**src/rtl/srzs_pkg.sv**
```systemverilog
package srzs_pkg;
  typedef enum logic [1:0] {
    RO_SKIP = 2'b00,
    RO_ZS   = 2'b01,
    RO_FULL = 2'b10,
    RO_BAD  = 2'b11
  } ro_mode_t;
endpackage

```
**src/rtl/srzs_flag_ram.sv**
```systemverilog
module srzs_flag_ram #(
  parameter int DEPTH = 64,
  parameter int DW    = 2,
  localparam int AW   = $clog2(DEPTH)
) (
  input  logic          clk,
  input  logic          we,
  input  logic [AW-1:0] waddr,
  input  logic [DW-1:0] wdata,
  input  logic [AW-1:0] raddr,
  output logic [DW-1:0] rdata
);
  logic [DW-1:0] mem [DEPTH];

  // simple dual port, registered read: maps onto a block RAM
  always_ff @(posedge clk) begin
    if (we) mem[waddr] <= wdata;
    rdata <= mem[raddr];
  end
endmodule

```
**src/rtl/srzs_fir.sv**
```systemverilog
module srzs_fir #(
  parameter int TAPS = 10,
  parameter int SW   = 16,
  parameter int CW   = 12,
  parameter int ACCW = 32,
  localparam int PW  = CW + SW + 1
) (
  input  logic [TAPS*SW-1:0]     samples,
  input  logic [TAPS*CW-1:0]     coefs,
  output logic signed [ACCW-1:0] sum
);
  logic signed [PW-1:0] prod [TAPS];

  // one multiplier per tap; sample taken as unsigned
  for (genvar g = 0; g < TAPS; g++) begin : g_tap
    assign prod[g] = $signed(coefs[g*CW +: CW]) * $signed({1'b0, samples[g*SW +: SW]});
  end

  always_comb begin
    sum = '0;
    for (int i = 0; i < TAPS; i++) sum = sum + ACCW'(prod[i]);
  end
endmodule

```
**src/rtl/sr_zero_suppress.sv**
```systemverilog
module sr_zero_suppress
  import srzs_pkg::*;
#(
  parameter int N_TAPS   = 10,
  parameter int SAMP_W   = 16,
  parameter int COEF_W   = 12,
  parameter int ACC_W    = 32,
  parameter int N_TOWERS = 64,
  parameter int XTAL_W   = 12,
  localparam int TOW_W   = $clog2(N_TOWERS),
  localparam int REC_W   = N_TAPS * SAMP_W,
  localparam int CFG_W   = N_TAPS * COEF_W
) (
  input  logic                    clk,
  input  logic                    rst,
  input  logic                    in_valid,
  input  logic [TOW_W-1:0]        in_tower,
  input  logic [XTAL_W-1:0]       in_xtal,
  input  logic [REC_W-1:0]        in_samples,
  input  logic [CFG_W-1:0]        coef_flat,
  input  logic signed [ACC_W-1:0] thresh,
  input  logic                    fw_en,
  input  logic [TOW_W-1:0]        fw_tower,
  input  logic [1:0]              fw_mode,
  output logic                    out_valid,
  output logic [TOW_W-1:0]        out_tower,
  output logic [XTAL_W-1:0]       out_xtal,
  output logic [REC_W-1:0]        out_samples,
  output logic                    out_err
);
  // stage 1: registered record and mode lookup
  logic                    s1_valid;
  logic [TOW_W-1:0]        s1_tower;
  logic [XTAL_W-1:0]       s1_xtal;
  logic [REC_W-1:0]        s1_samples;
  logic [1:0]              mode_raw;
  ro_mode_t                s1_mode;
  logic signed [ACC_W-1:0] fir_sum;
  logic                    keep;

  srzs_flag_ram #(.DEPTH(N_TOWERS), .DW(2)) u_modes (
    .clk   (clk),
    .we    (fw_en),
    .waddr (fw_tower),
    .wdata (fw_mode),
    .raddr (in_tower),
    .rdata (mode_raw)
  );

  assign s1_mode = ro_mode_t'(mode_raw);

  always_ff @(posedge clk) begin
    if (rst) s1_valid <= 1'b0;
    else     s1_valid <= in_valid;
    if (in_valid) begin
      s1_tower   <= in_tower;
      s1_xtal    <= in_xtal;
      s1_samples <= in_samples;
    end
  end

  srzs_fir #(.TAPS(N_TAPS), .SW(SAMP_W), .CW(COEF_W), .ACCW(ACC_W)) u_fir (
    .samples (s1_samples),
    .coefs   (coef_flat),
    .sum     (fir_sum)
  );

  always_comb begin
    unique case (s1_mode)
      RO_SKIP: keep = 1'b0;
      RO_ZS:   keep = fir_sum > thresh;
      default: keep = 1'b1;
    endcase
  end

  // stage 2: registered output
  always_ff @(posedge clk) begin
    if (rst) begin
      out_valid <= 1'b0;
      out_err   <= 1'b0;
    end else begin
      out_valid <= s1_valid && keep;
      out_err   <= s1_valid && (s1_mode == RO_BAD);
    end
    if (s1_valid) begin
      out_tower   <= s1_tower;
      out_xtal    <= s1_xtal;
      out_samples <= s1_samples;
    end
  end


  fwd_latency_chk: assert property (@(posedge clk) disable iff (rst)
    out_valid |-> $past(in_valid, 2));

  xtal_intact_chk: assert property (@(posedge clk) disable iff (rst)
    out_valid |-> out_xtal == $past(in_xtal, 2));

  skip_drop_chk: assert property (@(posedge clk) disable iff (rst)
    (s1_valid && s1_mode == RO_SKIP) |=> !out_valid);

  full_keep_chk: assert property (@(posedge clk) disable iff (rst)
    (s1_valid && s1_mode == RO_FULL) |=> out_valid);

  zs_cmp_chk: assert property (@(posedge clk) disable iff (rst)
    (s1_valid && s1_mode == RO_ZS) |=> out_valid == $past(fir_sum > thresh));

  err_keep_chk: assert property (@(posedge clk) disable iff (rst)
    out_err |-> out_valid);
endmodule

```
**config.mk**
```make
export PLATFORM = sky130hd
export DESIGN_NAME = sr_zero_suppress
export DESIGN_NICKNAME = d
export VERILOG_FILES = /design/src/rtl/srzs_pkg.sv /design/src/rtl/srzs_flag_ram.sv /design/src/rtl/srzs_fir.sv /design/src/rtl/sr_zero_suppress.sv
export SDC_FILE = /design/constraint.sdc
export NUM_CORES = 2
export LEC_CHECK = 0
export ABC_CLOCK_PERIOD_IN_PS = 19700
export BUFFER_PORTS_ARGS = -buffer_cell sky130_fd_sc_hd__buf_4
export CAP_MARGIN = 20
export CORE_MARGIN = 3
export CORE_UTILIZATION = 55
export CTS_BUF_LIST = sky130_fd_sc_hd__clkbuf_2 sky130_fd_sc_hd__clkbuf_4 sky130_fd_sc_hd__clkbuf_8
export DETAILED_ROUTE_END_ITERATION = 16
export PLACE_DENSITY_LB_ADDON = 0.08
export REMOVE_ABC_BUFFERS = 1
export SLEW_MARGIN = 20
export SYNTH_ARGS = -nofsm -noshare
export SYNTH_HDL_FRONTEND = slang
export SYNTH_SLANG_ARGS = --single-unit
```
**constraint.sdc**
```tcl
create_clock -name clk -period 19.7 [get_ports clk]
set_clock_uncertainty 0.1 [all_clocks]
set_input_delay 3.94 -clock clk [delete_from_list [all_inputs] [get_ports clk]]
set_output_delay 3.94 -clock clk [all_outputs]
set_load 0.03 [all_outputs]
```
==> results.tsv <==
stage	metric	value	unit
outcome	outcome	finished, final reports clean	
yosys	unique cell type count in the Yosys netlist	65	
timing	final setup TNS	0	ns
finish	commonest cells after routing, fill and taps aside	2,142 x inv_1, 1,863 x fa_1, 1,233 x nand2_1	
grt	All-Layer GR Usage	30.8	%
clocking	Worst-Skew Late Latency	0.85	ns
yosys	ys flop type	edfxtp_1	
grt	largest net degree at the start of global routing	69	
yosys	flops & latches, synth	489	
die	Rows	140	
grt	grt ovf	0	
finish	post-route cell area	89100	um2
yosys	adder-cell share of the synthesized area	55.4	%
timing	Max Clock Freq	54.7	MHz
setup_path	crit path launch type	primary input	
clocking	postcts setup bufs	0	
clocking	CTS root buf	clkbuf_8	
timing	Final Hold Fails	0	
setup_path	crit-path max cell delay	0.56	ns
yosys	Mapped Avg Cell Area	10.4	um2
yosys	Synth Warn #	0	
finish	share of cells above drive strength 1	8.97	%
yosys	post-synthesis compound-gate area fraction	1.43	%
worst_hold_path	Worst Hold Class	flip-flop to flip-flop	
die	die width	392	um
job	Max-Cap Viols	0	
grt	global-route wire length before repair	351	mm
setup_path	Worst EP required	20.31	ns
setup_path	crit-path most repeated cell	fa_1	
timing	worst-margin pin slew	0.939	ns
routing	Detailed Route Iter0 Violations	3731	
die	Ports	522	
setup_path	family with the most delay on the worst path	adder cells	
placed_design	I/O Buffers	521	
clocking	cts bufs inserted	87	
yosys	Post-synth EDFFs	484	
clocking	clock tree sinks	489	
placed_design	GP Congestion	0.977	
timing	Slew HR	37.4	%
finish	nets	11035	
grt	vias in the first global route	58795	
routing	vias per inst	5.29	
timing	# setup viols final	0	
timing	post-route clock period utilization	92.8	%
setup_path	Worst path slowest cell	fa_1	
clocking	Clock Pin Slew Worst Setup and Hold Paths	0.07	ns
yosys	Area contributors post-synth	fa_1 46%, edfxtp_1 18%, ha_1 9.9%	
timing	post-layout worst setup margin	1.42	ns
setup_path	worst-path fanout max	16	
setup_path	buffer and inverter count on the worst path	11	
finish	Multi-input gate area	58100	um2
timing	max-slew violation count	0	
yosys	largest family of logic cells by synthesized area	adder cells	
timing	Min Clock Period, post-route	18.28	ns
setup_path	R2R setup slack	3.98	ns
yosys	post-synthesis simple-gate area fraction	12.2	%
die	die area	154000	um2
clocking	hold_buf cts	0	
yosys	Yosys top cell area share	45.6	%
routing	post-DR wirelength/cell	22.3	um
routing	Final ANT Viol Nets	0	
routing	first-pass iteration count of the detailed router	5	
yosys	Synth Area in XOR/XNOR	0.760	%
yosys	post-synth top area cell	fa_1	
placed_design	Post-DP Area	87200	um2
die	starting density of the core	55.8	%
setup_path	element type at the critical path end	flip-flop	
yosys	post-synthesis mux area share	1.17	%
yosys	Post-Syn Instances	7853	
yosys	ys async rst share	0	%
routing	final WL	227	mm
routing	Residual DRC	0	
routing	DR vias	53907	
yosys	post-synthesis sequential area ratio	17.9	%
placed_design	pre-CTS WS	0.653	ns
clocking	CTS H-tree depth	3	
finish	fillcell total	12644	
grt	initial antenna violation count	12	
die	core box area	147000	um2
clocking	post-CTS sizing	0	
clocking	CTS tree	built	
die	die height	392	um
clocking	Clock Path Buffers	3	
setup_path	critical path type	primary input to flip-flop	
timing	RSZ-0062 raised after global routing	false	
finish	most common cell after layout, fill and taps aside	inv_1	
placed_design	post-DP HPWL	194	mm
finish	P&R area growth vs syn	8.87	%
finish	Storage cell area	14600	um2
yosys	Mapped Area	81900	um2
setup_path	critical path arrival	18.90	ns
[per-stage QoR]
| stage | instances | util, % | hold slack [ns] |
|---|---|---|---|
| floorplan | 7560 | - | 0.300 |
| global placement | 10013 | 59.4 | 0.300 |
| detailed placement | 10013 | 59.4 | 0.305 |
| CTS | 10175 | 60.7 | 0.280 |
| global route | 10180 | 60.7 | 0.293 |
| finish | 10183 | 60.7 | 0.283 |
[flip-flops by register name (all words and copies together) (netlist names)]
| name | cells |
|---|---|
| s1_valid | 1 |
| u_modes.rdata | 2 |
| u_modes.mem | 128 |
| s1_xtal | 12 |
| out_valid | 1 |
| s1_samples | 160 |
| out_xtal | 12 |
| out_err | 1 |
| out_tower | 6 |
| s1_tower | 6 |
| out_samples | 160 |
[cell families (layout without fill, tap and decap cells)]
family / count (synthesis) / after routing
xor gates and xnor gates: 68 / 68
adders and majority gates: 2508 / 2508
buffers and inverters: 2438 / 2843
AOI/OAI and AO/OA: 169 / 169
DFF: 489 / 489
muxes: 43 / 43
other: 0 / 8
and+or+nand+nor: 2138 / 2138
[Yosys cell counts (3+ instances only)]
master    count
o21ai_1      13
a31oi_1       8
buf_1         4
clkinv_1      3
o21bai_1     10
a21o_1       33
clkbuf_1    286
a21oi_1      48
xor2_1       14
nand3b_1      4
a211oi_1      8
fa_1       1863
dfxtp_1       5
and3_1        7
buf_2         3
xnor2_1      52
nand2_1    1233
nand4_1      10
and2_1      557
o21a_1        9
edfxtp_1    484
inv_1      2142
ha_1        645
nand3_1      20
nand2b_1    116
nor3_1        7
nor2b_1      34
nor2_1      132
mux4_2       42
o21ai_0      15
[cell type report]
type | instances | share of cell area, %
diodes | 8 | 0.0225
clock buffers | 105 | 1.50
clock inverters | 57 | 0.649
inverters | 2145 | 9.03
multi-input cells | 4926 | 65.2
flip-flops and latches | 489 | 16.4
well taps | 1917 | 2.69
repair buffers | 536 | 4.52
[worst reg2reg max path: cells and delay by family, from the launching register on]
kind	cells	cell delay, ns
buffers and inverters	10	0.55
adder cells (fa/ha/maj)	20	9.37
AND/OR/NAND/NOR	14	2.77
AO/OA/AOI/OAI	7	1.71
flip-flops	1	0.73
XOR/XNOR	2	0.43
[path summary, 6_finish.rpt]
kind | from | end | cells past startpoint
max | coef_flat[0] | out_valid$_SDFF_PP0_ | 54
min | s1_xtal[4]$_DFFE_PP_ | out_xtal[4]$_DFFE_PP_ | 0
max reg2reg | s1_samples[7]$_DFFE_PP_ | out_valid$_SDFF_PP0_ | 53
min reg2reg | s1_xtal[4]$_DFFE_PP_ | out_xtal[4]$_DFFE_PP_ | 0
[per-layer routing]
metal,wire (um),vias to the layer above,GRT usage [%]
met4,8260,4,10.0
li1,-,23448,-
met5,23,-,0
met2,115000,1802,52.8
met3,14100,320,4.23
met1,90300,28333,40.8
Power is not shown: default switching activity piles up to over one toggle a cycle in this logic, so the estimate is an artifact.
